`config.mk`:
```
export PLATFORM = sky130hd
export DESIGN_NAME = sync_timing_gen
export DESIGN_NICKNAME = d
export VERILOG_FILES = /design/src/rtl/stg_pkg.sv /design/src/rtl/stg_frame_timer.sv /design/src/rtl/stg_pulse_train.sv /design/src/rtl/sync_timing_gen.sv
export SDC_FILE = /design/constraint.sdc
export NUM_CORES = 1
export LEC_CHECK = 0
export ABC_CLOCK_PERIOD_IN_PS = 15100
export BUFFER_PORTS_ARGS = -buffer_cell sky130_fd_sc_hd__buf_2
export CORE_ASPECT_RATIO = 0.9
export CORE_UTILIZATION = 55
export CTS_CLUSTER_SIZE = 30
export DETAILED_ROUTE_END_ITERATION = 7
export GPL_ROUTABILITY_DRIVEN = 1
export PLACE_DENSITY = 0.85
export SLEW_MARGIN = 20
export SYNTH_ARGS = -nofsm -noshare
export SYNTH_HDL_FRONTEND = slang
export SYNTH_HIERARCHICAL = 1
export SYNTH_SLANG_ARGS = --single-unit
```
`constraint.sdc`:
```
create_clock -name clk_i -period 15.1 [get_ports clk_i]
set_input_delay 1.51 -clock clk_i [delete_from_list [all_inputs] [get_ports clk_i]]
set_output_delay 1.51 -clock clk_i [all_outputs]
set_load 0.02 [all_outputs]
```
`src/rtl/stg_pkg.sv`:
```
package stg_pkg;
  parameter int unsigned STG_FW = 24;  // frame-position width
  parameter int unsigned STG_LW = 16;  // pulse width/count width
  parameter int unsigned STG_NT = 2;   // pulse trains: 0 = HS, 1 = DE

  typedef struct packed {
    logic [STG_FW-1:0] vs_dly;
    logic [STG_FW-1:0] vs_high;
    logic [STG_FW-1:0] vs_low;
    logic [STG_FW-1:0] h_off;
    logic [STG_LW-1:0] h_high;
    logic [STG_LW-1:0] h_low;
    logic [STG_LW-1:0] h_cnt;
    logic [STG_FW-1:0] d_off;
    logic [STG_LW-1:0] d_high;
    logic [STG_LW-1:0] d_low;
    logic [STG_LW-1:0] d_cnt;
  } stg_cfg_t;
endpackage

```
`src/rtl/stg_frame_timer.sv`:
```
module stg_frame_timer
  import stg_pkg::*;
(
  input  logic                           clk_i,
  input  logic                           rst_ni,
  input  logic                           en_i,
  input  stg_cfg_t                       cfg_i,
  output logic                           on_o,
  output logic                           start_o,
  output logic                           first_o,
  output logic [STG_FW:0]                fc_nxt_o,
  output logic                           vs_o,
  output logic [STG_NT-1:0][STG_FW-1:0]  off_nxt_o,
  output logic [STG_NT-1:0][STG_LW-1:0]  cnt_nxt_o,
  output logic [STG_NT-1:0][STG_LW-1:0]  high_o,
  output logic [STG_NT-1:0][STG_LW-1:0]  low_o,
  output logic [STG_NT-1:0][STG_LW-1:0]  cnt_o
);
  localparam int unsigned PW = STG_FW + 1;

  stg_cfg_t          cfg_q;
  logic              on_q;
  logic [PW-1:0]     fc_q;
  logic [PW-1:0]     per;
  logic              wrap;

  assign per     = {1'b0, cfg_q.vs_high} + {1'b0, cfg_q.vs_low};
  assign wrap    = on_q && (({1'b0, fc_q} + 1'b1) >= {1'b0, per});
  assign start_o = en_i && (!on_q || wrap);
  assign fc_nxt_o = start_o ? '0 : fc_q + 1'b1;

  always_ff @(posedge clk_i or negedge rst_ni) begin
    if (!rst_ni) begin
      on_q  <= 1'b0;
      fc_q  <= '0;
      cfg_q <= '0;
    end else if (!en_i) begin
      on_q <= 1'b0;
      fc_q <= '0;
    end else begin
      on_q <= 1'b1;
      fc_q <= fc_nxt_o;
      if (start_o) cfg_q <= cfg_i;
    end
  end

  assign on_o    = on_q;
  assign first_o = on_q && (fc_q == '0);
  assign vs_o    = on_q && ({1'b0, fc_q} >= {2'b0, cfg_q.vs_dly}) &&
                   ({1'b0, fc_q} < ({2'b0, cfg_q.vs_dly} + {2'b0, cfg_q.vs_high}));

  // next-cycle view: parameters being captured win over the shadow
  assign off_nxt_o[0] = start_o ? cfg_i.h_off : cfg_q.h_off;
  assign off_nxt_o[1] = start_o ? cfg_i.d_off : cfg_q.d_off;
  assign cnt_nxt_o[0] = start_o ? cfg_i.h_cnt : cfg_q.h_cnt;
  assign cnt_nxt_o[1] = start_o ? cfg_i.d_cnt : cfg_q.d_cnt;
  assign high_o[0] = cfg_q.h_high;
  assign high_o[1] = cfg_q.d_high;
  assign low_o[0]  = cfg_q.h_low;
  assign low_o[1]  = cfg_q.d_low;
  assign cnt_o[0]  = cfg_q.h_cnt;
  assign cnt_o[1]  = cfg_q.d_cnt;
endmodule

```
`src/rtl/stg_pulse_train.sv`:
```
module stg_pulse_train
  import stg_pkg::*;
(
  input  logic              clk_i,
  input  logic              rst_ni,
  input  logic              en_i,
  input  logic              start_i,
  input  logic [STG_FW:0]   fc_nxt_i,
  input  logic [STG_FW-1:0] off_nxt_i,
  input  logic [STG_LW-1:0] cnt_nxt_i,
  input  logic [STG_LW-1:0] high_i,
  input  logic [STG_LW-1:0] low_i,
  input  logic [STG_LW-1:0] cnt_i,
  output logic              pulse_o,
  output logic [STG_LW-1:0] pos_o,
  output logic [STG_LW-1:0] idx_o
);
  localparam int unsigned PW = STG_LW + 1;

  logic              run_q;
  logic [PW-1:0]     pos_q;
  logic [PW-1:0]     per;
  logic [STG_LW-1:0] n_q;
  logic              hit;

  assign per = {1'b0, high_i} + {1'b0, low_i};
  assign hit = (fc_nxt_i == {1'b0, off_nxt_i});

  always_ff @(posedge clk_i or negedge rst_ni) begin
    if (!rst_ni) begin
      run_q <= 1'b0;
      pos_q <= '0;
      n_q   <= '0;
    end else if (!en_i) begin
      run_q <= 1'b0;
      pos_q <= '0;
      n_q   <= '0;
    end else if (hit) begin
      run_q <= (cnt_nxt_i != '0);
      pos_q <= '0;
      n_q   <= '0;
    end else if (start_i) begin
      run_q <= 1'b0;
      pos_q <= '0;
      n_q   <= '0;
    end else if (run_q) begin
      if (pos_q == per - 1'b1) begin
        pos_q <= '0;
        if (n_q == cnt_i - 1'b1) run_q <= 1'b0;
        else                     n_q   <= n_q + 1'b1;
      end else begin
        pos_q <= pos_q + 1'b1;
      end
    end
  end

  assign pulse_o = run_q && (pos_q < {1'b0, high_i});
  assign pos_o   = pulse_o ? pos_q[STG_LW-1:0] : '0;
  assign idx_o   = n_q;
endmodule

```
`src/rtl/sync_timing_gen.sv`:
```
module sync_timing_gen
  import stg_pkg::*;
(
  input  logic              clk_i,
  input  logic              rst_ni,
  input  logic              en_i,
  input  logic [STG_FW-1:0] vs_dly_i,
  input  logic [STG_FW-1:0] vs_high_i,
  input  logic [STG_FW-1:0] vs_low_i,
  input  logic [STG_FW-1:0] hs_off_i,
  input  logic [STG_LW-1:0] hs_high_i,
  input  logic [STG_LW-1:0] hs_low_i,
  input  logic [STG_LW-1:0] hs_cnt_i,
  input  logic [STG_FW-1:0] de_off_i,
  input  logic [STG_LW-1:0] de_high_i,
  input  logic [STG_LW-1:0] de_low_i,
  input  logic [STG_LW-1:0] de_cnt_i,
  output logic              vs_o,
  output logic              hs_o,
  output logic              de_o,
  output logic [STG_LW-1:0] pix_x_o,
  output logic [STG_LW-1:0] pix_y_o
);
  stg_cfg_t                        cfg;
  logic                            on;
  logic                            frame_start;
  logic                            frame_first;
  logic [STG_FW:0]                 fc_nxt;
  logic [STG_NT-1:0][STG_FW-1:0]   off_nxt;
  logic [STG_NT-1:0][STG_LW-1:0]   cnt_nxt;
  logic [STG_NT-1:0][STG_LW-1:0]   hi;
  logic [STG_NT-1:0][STG_LW-1:0]   lo;
  logic [STG_NT-1:0][STG_LW-1:0]   cnt;
  logic [STG_NT-1:0][STG_LW-1:0]   pos;
  logic [STG_NT-1:0][STG_LW-1:0]   idx;
  logic [STG_NT-1:0]               pls;

  assign cfg = '{vs_dly: vs_dly_i, vs_high: vs_high_i, vs_low: vs_low_i,
                 h_off: hs_off_i, h_high: hs_high_i, h_low: hs_low_i, h_cnt: hs_cnt_i,
                 d_off: de_off_i, d_high: de_high_i, d_low: de_low_i, d_cnt: de_cnt_i};

  stg_frame_timer u_timer (
    .clk_i     (clk_i),
    .rst_ni    (rst_ni),
    .en_i      (en_i),
    .cfg_i     (cfg),
    .on_o      (on),
    .start_o   (frame_start),
    .first_o   (frame_first),
    .fc_nxt_o  (fc_nxt),
    .vs_o      (vs_o),
    .off_nxt_o (off_nxt),
    .cnt_nxt_o (cnt_nxt),
    .high_o    (hi),
    .low_o     (lo),
    .cnt_o     (cnt)
  );

  for (genvar g = 0; g < STG_NT; g++) begin : g_train
    stg_pulse_train u_train (
      .clk_i     (clk_i),
      .rst_ni    (rst_ni),
      .en_i      (en_i),
      .start_i   (frame_start),
      .fc_nxt_i  (fc_nxt),
      .off_nxt_i (off_nxt[g]),
      .cnt_nxt_i (cnt_nxt[g]),
      .high_i    (hi[g]),
      .low_i     (lo[g]),
      .cnt_i     (cnt[g]),
      .pulse_o   (pls[g]),
      .pos_o     (pos[g]),
      .idx_o     (idx[g])
    );
  end

  assign hs_o    = on && pls[0];
  assign de_o    = on && pls[1];
  assign pix_x_o = on ? pos[1] : '0;
  assign pix_y_o = on ? idx[1] : '0;
endmodule

```
==> qor.csv, run 1 <==
metric;value;unit
area delta synth->final;8.46;%
Critical Path Start Type;flop;
worst hold margin;482;ps
row count;73;
Layout Skew;18.6;ps
Initial Utilization;55.6;%
clock-pin slew on the worst setup and hold paths;60;ps
routability cong.;0.940;
first-pass GRT wire length;101;mm
wire per inst;19.1;um
run status;complete, no violations;
Die Wd;225;um
Setup Fix Bufs, Post-CTS;0;
R2R Setup Slk;6540;ps
Via-to-Cell Ratio;5.91;
cell count after synthesis;2563;
hold buffers post-CTS;0;
Fin. Hold Viols;0;
IO Port Bufs;253;
Switching Share;36.8;%
Critical Path End Type;flop;
actual slew at the worst max-slew pin;1080;ps
Hold Crit Start;u_timer/cfg_q[63]$_DFFE_PN0P_;
Logic pwr share;40.1;%
final wirelength;63.2;mm
DP Wirelength;48.4;mm
Max Freq;117;MHz
Power Density;120;nW/um2
VDD IR max;0.0947;mV
via count;19600;
ANT nets after route;0;
Req. time, crit path;15500;ps
H-tree levels;2;
Switching Power;1180;uW
worst r2r src;u_timer/cfg_q[169]$_DFFE_PN0P_;
RSZ-0062 raised after global routing;no;
layout cells sized above 1;16.1;%
Core Region;44100;um2
Clk network pwr share;28.4;%
gr ovfl total;0;
Slew headroom;28.1;%
R2R Path End;g_train[0].u_train/pos_q[14]$_DFFE_PN0P_;
drt first pass iters;6;
CTS sink cnt;310;
max-slew violation count;0;
Avg Synthesized Cell Area;9.58;um2
Total Die Area;45500;um2
Hold EP;u_timer/cfg_q[63]$_DFFE_PN0P_;
filler cell count;3551;
sum of negative setup slack;0;ps
initial detailed-routing violation count;1696;
# nets final;3127;
Clock Tree Root;clkbuf_16;
largest buffer count on any clock path;3;
post-CTS sizing;0;
max-cap viol count;0;
vias in the first global route;19600;
worst-skew pair later-pin latency;560;ps
CP max FO;212;
Synthesized Nets;3007;
Int Power;2020;uW
DRC violations left;0;
Yosys warning total;6;
I/O pins;254;
CTS tree;done;
Setup CP Type;reg -> reg;
Min-Delay Path Class;reg -> reg;
Worst R2R Path Depth;27;
Reg power frac;31.5;%
CP arrival;8960;ps
GRT Resource Usage Total;27.7;%
leakage power;0.0128;uW
initial antenna violation count;7;
Mapped Area;24500;um2
Die Y;202;um
fin crit period;8560;ps
CTS buffer count;36;
Cells on Worst Hold Path;1;
largest net degree at the start of global routing;213;
final setup vio count;0;
fin crit share;56.7;%
==> area by class of cell <==
| cell class | instances | area [um2] | share of cell area [%] |
|---|---|---|---|
| antenna | 7 | 17.5 | 0.0658 |
| clock buffer | 51 | 1040 | 3.90 |
| clock inverter | 11 | 163 | 0.611 |
| inverter | 218 | 818 | 3.07 |
| multi-input combinational | 1852 | 14700 | 55.2 |
| sequential | 310 | 7760 | 29.1 |
| tap | 600 | 751 | 2.82 |
| timing repair buffer | 265 | 1380 | 5.19 |
==> power groups by stage <==
stage	Combinational [uW]	Clock, uW	Sequential (uW)
3_5_place_dp	1260	0	1020
4_1_cts	1270	922	1010
2_1_floorplan	1030	0	975
6_report	1280	906	1010
5_1_grt	1420	954	1020
3_3_place_gp	1220	0	1010
==> how the worst max path moves through the flow <==
stage	start	end	slack (ps)	depth (start not counted)
2_1_floorplan	u_timer/cfg_q[169]$_DFFE_PN0P_	g_train[0].u_train/pos_q[14]$_DFFE_PN0P_	8920	27
3_3_place_gp	u_timer/cfg_q[169]$_DFFE_PN0P_	g_train[0].u_train/pos_q[12]$_DFFE_PN0P_	7050	27
3_5_place_dp	u_timer/cfg_q[169]$_DFFE_PN0P_	g_train[0].u_train/pos_q[14]$_DFFE_PN0P_	6750	27
4_1_cts	u_timer/cfg_q[169]$_DFFE_PN0P_	g_train[0].u_train/pos_q[14]$_DFFE_PN0P_	6560	27
5_1_grt	u_timer/cfg_q[169]$_DFFE_PN0P_	g_train[0].u_train/pos_q[14]$_DFFE_PN0P_	5960	27
6_report	u_timer/cfg_q[169]$_DFFE_PN0P_	g_train[0].u_train/pos_q[14]$_DFFE_PN0P_	6540	27
==> critical path: stages, from the launching register on <==
cell and delay, ps:
dfrtp_1 440, ha_1 300, a21oi_1 200, o21a_1 150
o21ai_0 100, a221oi_1 740, o21ai_0 400, a21oi_1 280
xor2_1 100, ha_1 300, nand4_1 100, or2_1 260
nor4_1 210, a21oi_1 170, o21ai_4 170, buf_4 600
buf_12 800, mux2_1 410, xor2_1 180, nor4_1 450
nand4_1 190, nor4_2 330, buf_4 230, nor3_1 130
or3b_2 570, nor3_1 240, xnor2_1 150, nor2_1 70
==> state kept, by name, summed over array words and instances (netlist names) <==
register               flops
g_train.u_train/pos_q     34
u_timer/low_o             32
g_train.u_train/run_q      2
u_timer/high_o            32
u_timer/on_o               1
g_train.u_train/idx_o     32
u_timer/fc_q              25
u_timer/cfg_q            120
u_timer/cnt_o             32
==> cells in the final DEF (no fill, tap or decap), types with 19 or more instances in the layout <==
cell type and count:
a21o_1 49, a21oi_1 107, and2_2 34, and3_1 45, buf_2 252, clkbuf_16 37, dfrtp_1 310, ha_1 221
inv_1 218, mux2_1 252, mux2_2 48, nand2_1 107, nand2b_1 24, nand3_1 64, nand4_1 36, nor2_1 171
nor2b_1 24, nor3_1 35, nor4_1 42, o21a_1 19, o21ai_0 81, or3_1 30, xnor2_1 97, xor2_1 115
==> layer usage <==
metal / vias to the layer above / routed length, um / GRT usage (%)
met3: 160 / 3720 / 3.69
met5: - / 11 / 0
li1: 9252 / - / -
met2: 680 / 29300 / 45.3
met4: 2 / 3040 / 13.8
met1: 9504 / 27100 / 36.0
==> per-stage QoR <==
stage                     area, um2  setup WS, ps  utilization (%)  instances  total power, uW
final                         26600          6540             60.3       3314             3200
after global routing          26600          5960             60.3       3311             3390
after CTS                     26600          6560             60.3       3306             3200
after detailed placement      25400          6750             57.6       3244             2280
after global placement        25400          7050             57.6       3244             2230
after floorplan               24500          8920                -       2563             2000
Power figures use the tool's default switching activity.
==> run 2, diff against run 1 <==
--- a/config.mk
+++ b/config.mk
@@ -5,14 +5,14 @@
 export SDC_FILE = /design/constraint.sdc
 export NUM_CORES = 1
 export LEC_CHECK = 0
-export ABC_CLOCK_PERIOD_IN_PS = 15100
+export ABC_CLOCK_PERIOD_IN_PS = 7210
 export BUFFER_PORTS_ARGS = -buffer_cell sky130_fd_sc_hd__buf_2
 export CORE_ASPECT_RATIO = 0.9
 export CORE_UTILIZATION = 55
 export CTS_CLUSTER_SIZE = 30
 export DETAILED_ROUTE_END_ITERATION = 7
 export GPL_ROUTABILITY_DRIVEN = 1
-export PLACE_DENSITY = 0.85
+export PLACE_DENSITY = 0.88
 export SLEW_MARGIN = 20
 export SYNTH_ARGS = -nofsm -noshare
 export SYNTH_HDL_FRONTEND = slang
==> constraint.sdc (replaced) <==
create_clock -name clk_i -period 7.21 [get_ports clk_i]
set_input_delay 0.721 -clock clk_i [delete_from_list [all_inputs] [get_ports clk_i]]
set_output_delay 0.721 -clock clk_i [all_outputs]
set_load 0.02 [all_outputs]
==> run 2 against run 1 <==
Net effect:
- combinational power is 110% higher
- sequential share of layout area fell by 0.19 points
- non-clock buffer count is 3 higher
- critical endpoint is now g_train[0].u_train/pos_q[12]$_DFFE_PN0P_
- design area grew 0.67%
- clock power up 110%
- register-to-register slack worse by 6000 ps
- via count increased by 1.2%
- worst hold slack got worse by 400 ps
- first-iteration DRC count is 2.5% lower
- critical path depth increased by 1
==> qor.csv, run 2 (synthesis gave the netlist of run 1 again) <==
metric;value;unit;change
area delta synth->final;9.18;%;was 8.46%
H-tree levels;2;;unchanged
RSZ-0062 raised after global routing;no;;unchanged
drt first pass iters;6;;unchanged
slowest stage cell, crit path;or3b_2;;was buf_12
Clk network pwr share;28.1;%;was 28.4%
gr busiest metal;met2;;unchanged
Post-Layout Cell Count;3325;;was 3314
Switching Share;37.1;%;was 36.8%
initial antenna violation count;11;;was 7
Initial Utilization;55.6;%;unchanged
met1 usage in global routing;35.9;%;was 36.0%
Largest register FFs;120;;unchanged
worst-skew pair later-pin latency;570;ps;was 560 ps
slowest cell delay on critical path;580;ps;was 800 ps
most frequent cells in the layout;dfrtp_1 (309), buf_2 (252), mux2_1 (252);;was dfrtp_1 (310), buf_2 (252), mux2_1 (252)
max-cap viol count;0;;unchanged
DP Wirelength;48.8;mm;was 48.4 mm
filler cell count;3647;;was 3551
Layout Skew;28.6;ps;was 18.6 ps
Via-to-Cell Ratio;5.97;;was 5.91
I/O pins;254;;unchanged
layout cells sized above 1;16.5;%;was 16.1%
Largest regs;u_timer/cfg_q x120, g_train.u_train/pos_q x34;;unchanged
Critical Path Start Type;flop;;unchanged
run status;complete, no violations;;unchanged
Int Power;4210;uW;was 2020 uW
VDD IR max;0.230;mV;was 0.0947 mV
Critical Path End Type;flop;;unchanged
fin crit period;6680;ps;was 8560 ps
IO Port Bufs;253;;unchanged
ANT nets after route;0;;unchanged
Multi-input gate area;14700;um2;about the same
first-pass GRT wire length;102;mm;was 101 mm
R2R Setup Slk;530;ps;was 6540 ps
vias in the first global route;19500;;was 19600
wire per inst;19.5;um;was 19.1 um
CP max FO;28;;was 212
Core Region;44100;um2;unchanged
Req. time, crit path;7630;ps;was 15500 ps
sequential cell area;7760;um2;about the same
CTS sink cnt;310;;unchanged
routability cong.;0.950;;was 0.940
GRT Resource Usage Total;28.0;%;was 27.7%
Power Density;250;nW/um2;was 120 nW/um2
max-slew violation count;0;;unchanged
row count;73;;unchanged
Die Y;202;um;unchanged
initial detailed-routing violation count;1654;;was 1696
Reg power frac;31.5;%;about the same
most common cell after layout, fill and taps aside;dfrtp_1;;unchanged
sum of negative setup slack;0;ps;unchanged
largest net degree at the start of global routing;184;;was 213
Total Die Area;45500;um2;unchanged
met3 usage;3.23;%;was 3.69%
largest reg by FF count;u_timer/cfg_q;;unchanged
GR Util met2;47.9;%;was 45.3%
# nets final;3131;;was 3127
dpl cells;3242;;was 3244
Setup CP Type;reg -> reg;;unchanged
leakage power;0.0129;uW;was 0.0128 uW
final setup vio count;0;;unchanged
Fin. Hold Viols;0;;unchanged
Logic pwr share;40.5;%;was 40.1%
CP arrival;7100;ps;was 8960 ps
Clock Tree Root;clkbuf_16;;unchanged
Max Freq;150;MHz;was 117 MHz
final wirelength;64.8;mm;was 63.2 mm
actual slew at the worst max-slew pin;1070;ps;was 1080 ps
largest buffer count on any clock path;3;;unchanged
CTS buffer count;37;;was 36
DRC violations left;0;;unchanged
gr ovfl total;0;;unchanged
fin crit share;92.6;%;was 56.7%
Die Wd;225;um;unchanged
clock-pin slew on the worst setup and hold paths;60;ps;about the same
CTS tree;done;;unchanged
Min-Delay Path Class;in -> async;;was reg -> reg
Switching Power;2490;uW;was 1180 uW
Final Power;6690;uW;was 3200 uW
Slew headroom;28.4;%;was 28.1%
via count;19800;;was 19600
## run 2: cell type report
class / instances / share of cell area (%)
antenna: 10 / 0.0934
clock buffer: 59 / 4.37
clock inverter: 8 / 0.182
inverter: 218 / 3.05
multi-input combinational: 1852 / 54.9
sequential: 310 / 29.0
tap: 600 / 2.80
timing repair buffer: 268 / 5.62
## run 2: through the flow
step                util [%]  worst slack [ps]  cell area, um2  hold WS, ps
CTS                     60.4               282           26600          282
global placement        57.6               454           25400          461
global route            60.7              7.56           26800          100
finish                  60.7               532           26800         80.2
detailed placement      57.6               339           25400          467
floorplan                  -              1030           24500          425
## run 2: path summary, 6_finish.rpt
kind,startpoint,end,depth (start not counted)
min in group clk_i,hs_high_i[10],u_timer/high_o[10]$_DFFE_PN0P_,2
hold / removal,rst_ni,u_timer/low_o[13]$_DFFE_PN0P_,1
hold reg to reg,u_timer/cfg_q[69]$_DFFE_PN0P_,u_timer/cfg_q[69]$_DFFE_PN0P_,1
setup / recovery,u_timer/cfg_q[168]$_DFFE_PN0P_,g_train[0].u_train/pos_q[12]$_DFFE_PN0P_,28
setup reg to reg,u_timer/cfg_q[168]$_DFFE_PN0P_,g_train[0].u_train/pos_q[12]$_DFFE_PN0P_,28
max in group asynchronous,rst_ni,u_timer/cfg_q[186]$_DFFE_PN0P_,2
## run 2: critical path, delay by kind of cell, from the launching register on
kind	cells	cell delay (ps)
flip-flops	1	380
buffers and inverters	3	400
AND/OR/NAND/NOR	13	2970
adder cells (fa/ha/maj)	3	900
multiplexers	1	350
XOR/XNOR	2	330
AO/OA/AOI/OAI	6	1180
## run 2: layer usage
metal	wire, um	part of all wire [%]
met5	13	0.020
met4	2270	3.5
met3	3770	5.8
met2	31400	48
met1	27400	42
## run 2: what timing repair did
| action | in CTS | in global routing |
|---|---|---|
| setup endpoints to repair | 0 | 16 |
| buffers inserted | 0 | 3 |
| resized for setup | 0 | 9 |
| hold buffers | 0 | 0 |
## run 2: power by group through the flow
| stage | combinational (uW) | clock (uW) | sequential [uW] |
|---|---|---|---|
| final | 2710 | 1880 | 2110 |
| after global routing | 3000 | 1990 | 2130 |
| after CTS | 2650 | 1920 | 2100 |
| after detailed placement | 2630 | 0 | 2130 |
| after global placement | 2530 | 0 | 2120 |
| after floorplan | 2150 | 0 | 2040 |
==> run 3, diff against run 2 <==
--- a/config.mk
+++ b/config.mk
@@ -7,12 +7,14 @@
 export LEC_CHECK = 0
 export ABC_CLOCK_PERIOD_IN_PS = 7210
 export BUFFER_PORTS_ARGS = -buffer_cell sky130_fd_sc_hd__buf_2
+export CELL_PAD_IN_SITES_DETAIL_PLACEMENT = 1
+export CELL_PAD_IN_SITES_GLOBAL_PLACEMENT = 1
 export CORE_ASPECT_RATIO = 0.9
-export CORE_UTILIZATION = 55
+export CORE_UTILIZATION = 43
 export CTS_CLUSTER_SIZE = 30
 export DETAILED_ROUTE_END_ITERATION = 7
 export GPL_ROUTABILITY_DRIVEN = 1
-export PLACE_DENSITY = 0.88
+export PLACE_DENSITY = 0.89
 export SLEW_MARGIN = 20
 export SYNTH_ARGS = -nofsm -noshare
 export SYNTH_HDL_FRONTEND = slang
==> run 3 against run 2 <==
Net effect:
- final cell count is 4.7% higher
- clock-buffer cell count is 8 lower
- flip-flop and latch count stayed put
- sequential power hardly changed
- routed wire length is 14% higher
- total power is 1.5% higher
- largest power group unchanged
==> qor.csv, run 3 (synthesis gave the netlist of run 1 again) <==
metric;value;unit;change
Critical Path End Type;flop;;unchanged
Power Density;252;nW/um2;was 250 nW/um2
H-tree levels;2;;unchanged
DP Area;25600;um2;was 25400 um2
Logic pwr share;41.0;%;was 40.5%
max-cap viol count;0;;unchanged
CP max FO;37;;was 28
routability cong.;0.914;;was 0.950
layout cells sized above 1;16.6;%;was 16.5%
row count;82;;was 73
slowest cell delay on critical path;410;ps;was 580 ps
Clk network pwr share;27.8;%;was 28.1%
most frequent cells in the layout;dfrtp_1 (309), buf_2 (252), mux2_1 (252);;unchanged
ANT nets after route;0;;unchanged
VDD IR max;0.227;mV;was 0.230 mV
CP arrival;7360;ps;was 7100 ps
WP buf/inv;3;;unchanged
CTS sink cnt;310;;unchanged
Initial Utilization;43.8;%;was 55.6%
delay-heaviest family, CP;simple AND/OR/NAND/NOR gates;;unchanged
I/O pins;254;;unchanged
DP Wirelength;57.4;mm;was 48.8 mm
worst slack, placed;108;ps;was 339 ps
Switching Power;2620;uW;was 2490 uW
run status;complete, no violations;;unchanged
Setup CP Type;reg -> reg;;unchanged
largest reg by FF count;u_timer/cfg_q;;unchanged
RSZ-0062 raised after global routing;no;;unchanged
Largest register FFs;120;;unchanged
DRC violations left;0;;unchanged
Min-Delay Path Class;in -> async;;unchanged
initial detailed-routing violation count;968;;was 1654
Switching Share;38.5;%;was 37.1%
max-slew violation count;0;;unchanged
Largest regs;u_timer/cfg_q x120, g_train.u_train/pos_q x34;;unchanged
initial antenna violation count;14;;was 11
gr ovfl total;0;;unchanged
via count;19700;;was 19800
fin crit share;95.9;%;was 92.6%
vias in the first global route;21500;;was 19500
actual slew at the worst max-slew pin;992;ps;was 1070 ps
Via-to-Cell Ratio;5.66;;was 5.97
Clock Tree Root;clkbuf_16;;unchanged
CTS buffer count;38;;was 37
Die Y;229;um;was 202 um
Total Die Area;58000;um2;was 45500 um2
Worst path depth;26;;was 28
Max Freq;145;MHz;was 150 MHz
drt first pass iters;4;;was 6
# nets final;3133;;was 3131
Setup Fix Bufs, Post-CTS;0;;unchanged
wire per inst;21.2;um;was 19.5 um
slowest stage cell, crit path;dfrtp_1;;was or3b_2
clock-pin slew on the worst setup and hold paths;60;ps;about the same
most common cell after layout, fill and taps aside;dfrtp_1;;unchanged
Layout Utilization;48.1;%;was 60.7%
final wirelength;73.6;mm;was 64.8 mm
area delta synth->final;9.71;%;was 9.18%
Die Wd;254;um;was 225 um
sum of negative setup slack;0;ps;unchanged
Worst R2R Path Depth;26;;was 28
Int Power;4180;uW;was 4210 uW
Finished Cell Area;26900;um2;was 26800 um2
Layout Skew;36.5;ps;was 28.6 ps
first-pass GRT wire length;118;mm;was 102 mm
Final WS setup;292;ps;was 532 ps
Fin. Hold Viols;0;;unchanged
IO Port Bufs;253;;unchanged
fin crit period;6920;ps;was 6680 ps
GRT Resource Usage Total;25.4;%;was 28.0%
CTS tree;done;;unchanged
leakage power;0.0129;uW;about the same
Reg power frac;31.1;%;was 31.5%
Slew headroom;32.2;%;was 28.4%
Core Region;56000;um2;was 44100 um2
Critical Path Start Type;flop;;unchanged
worst-skew pair later-pin latency;580;ps;was 570 ps
largest net degree at the start of global routing;165;;was 184
largest buffer count on any clock path;3;;unchanged
Req. time, crit path;7650;ps;was 7630 ps
final setup vio count;0;;unchanged
-- run 3: timing repair --
item | CTS | global route
hold buffers | 0 | 0
resized for setup | 0 | 11
endpoints found under the setup margin | 0 | 26
-- run 3: final cells by class --
class / count / area, um2
clock buffer: 51 / 1070
fill: 6496 / 29100
antenna: 10 / 25.0
clock inverter: 15 / 123
tap: 756 / 946
multi-input combinational: 1852 / 14700
inverter: 218 / 818
sequential: 310 / 7760
timing repair buffer: 269 / 1450
-- run 3: path summary, 6_finish.rpt --
kind	startpoint	end	slack, ps
max in group asynchronous	rst_ni	u_timer/cfg_q[161]$_DFFE_PN0P_	5680
min in group clk_i	de_low_i[15]	u_timer/low_o[31]$_DFFE_PN0P_	360
min reg2reg	u_timer/cfg_q[68]$_DFFE_PN0P_	u_timer/cfg_q[68]$_DFFE_PN0P_	480
max reg2reg	u_timer/cfg_q[171]$_DFFE_PN0P_	g_train[1].u_train/pos_q[6]$_DFFE_PN0P_	290
min	rst_ni	u_timer/high_o[7]$_DFFE_PN0P_	120
max	u_timer/cfg_q[171]$_DFFE_PN0P_	g_train[1].u_train/pos_q[6]$_DFFE_PN0P_	290
-- run 3: power by group through the flow --
stage          combinational, uW  clock, uW  sequential [uW]
2_1_floorplan               2150          0             2040
3_3_place_gp                2580          0             2120
3_5_place_dp                2730          0             2140
4_1_cts                     2760       1940             2110
5_1_grt                     3080       2000             2140
6_report                    2790       1890             2120
-- run 3: per-layer routing --
layer	GRT usage, %	vias up	share of wire [%]
met5	0	-	0.037
met1	32.3	9871	44
met2	44.2	417	50
li1	-	9273	-
met4	8.60	4	2.9
met3	3.29	123	3.8
-- run 3: through the flow --
stage	hold WS, ps	total power (uW)	std cells
finish	118	6800	3481
global route	149	7210	3475
CTS	120	6820	3470
detailed placement	471	4870	3404
global placement	461	4700	3404
floorplan	425	4190	2563
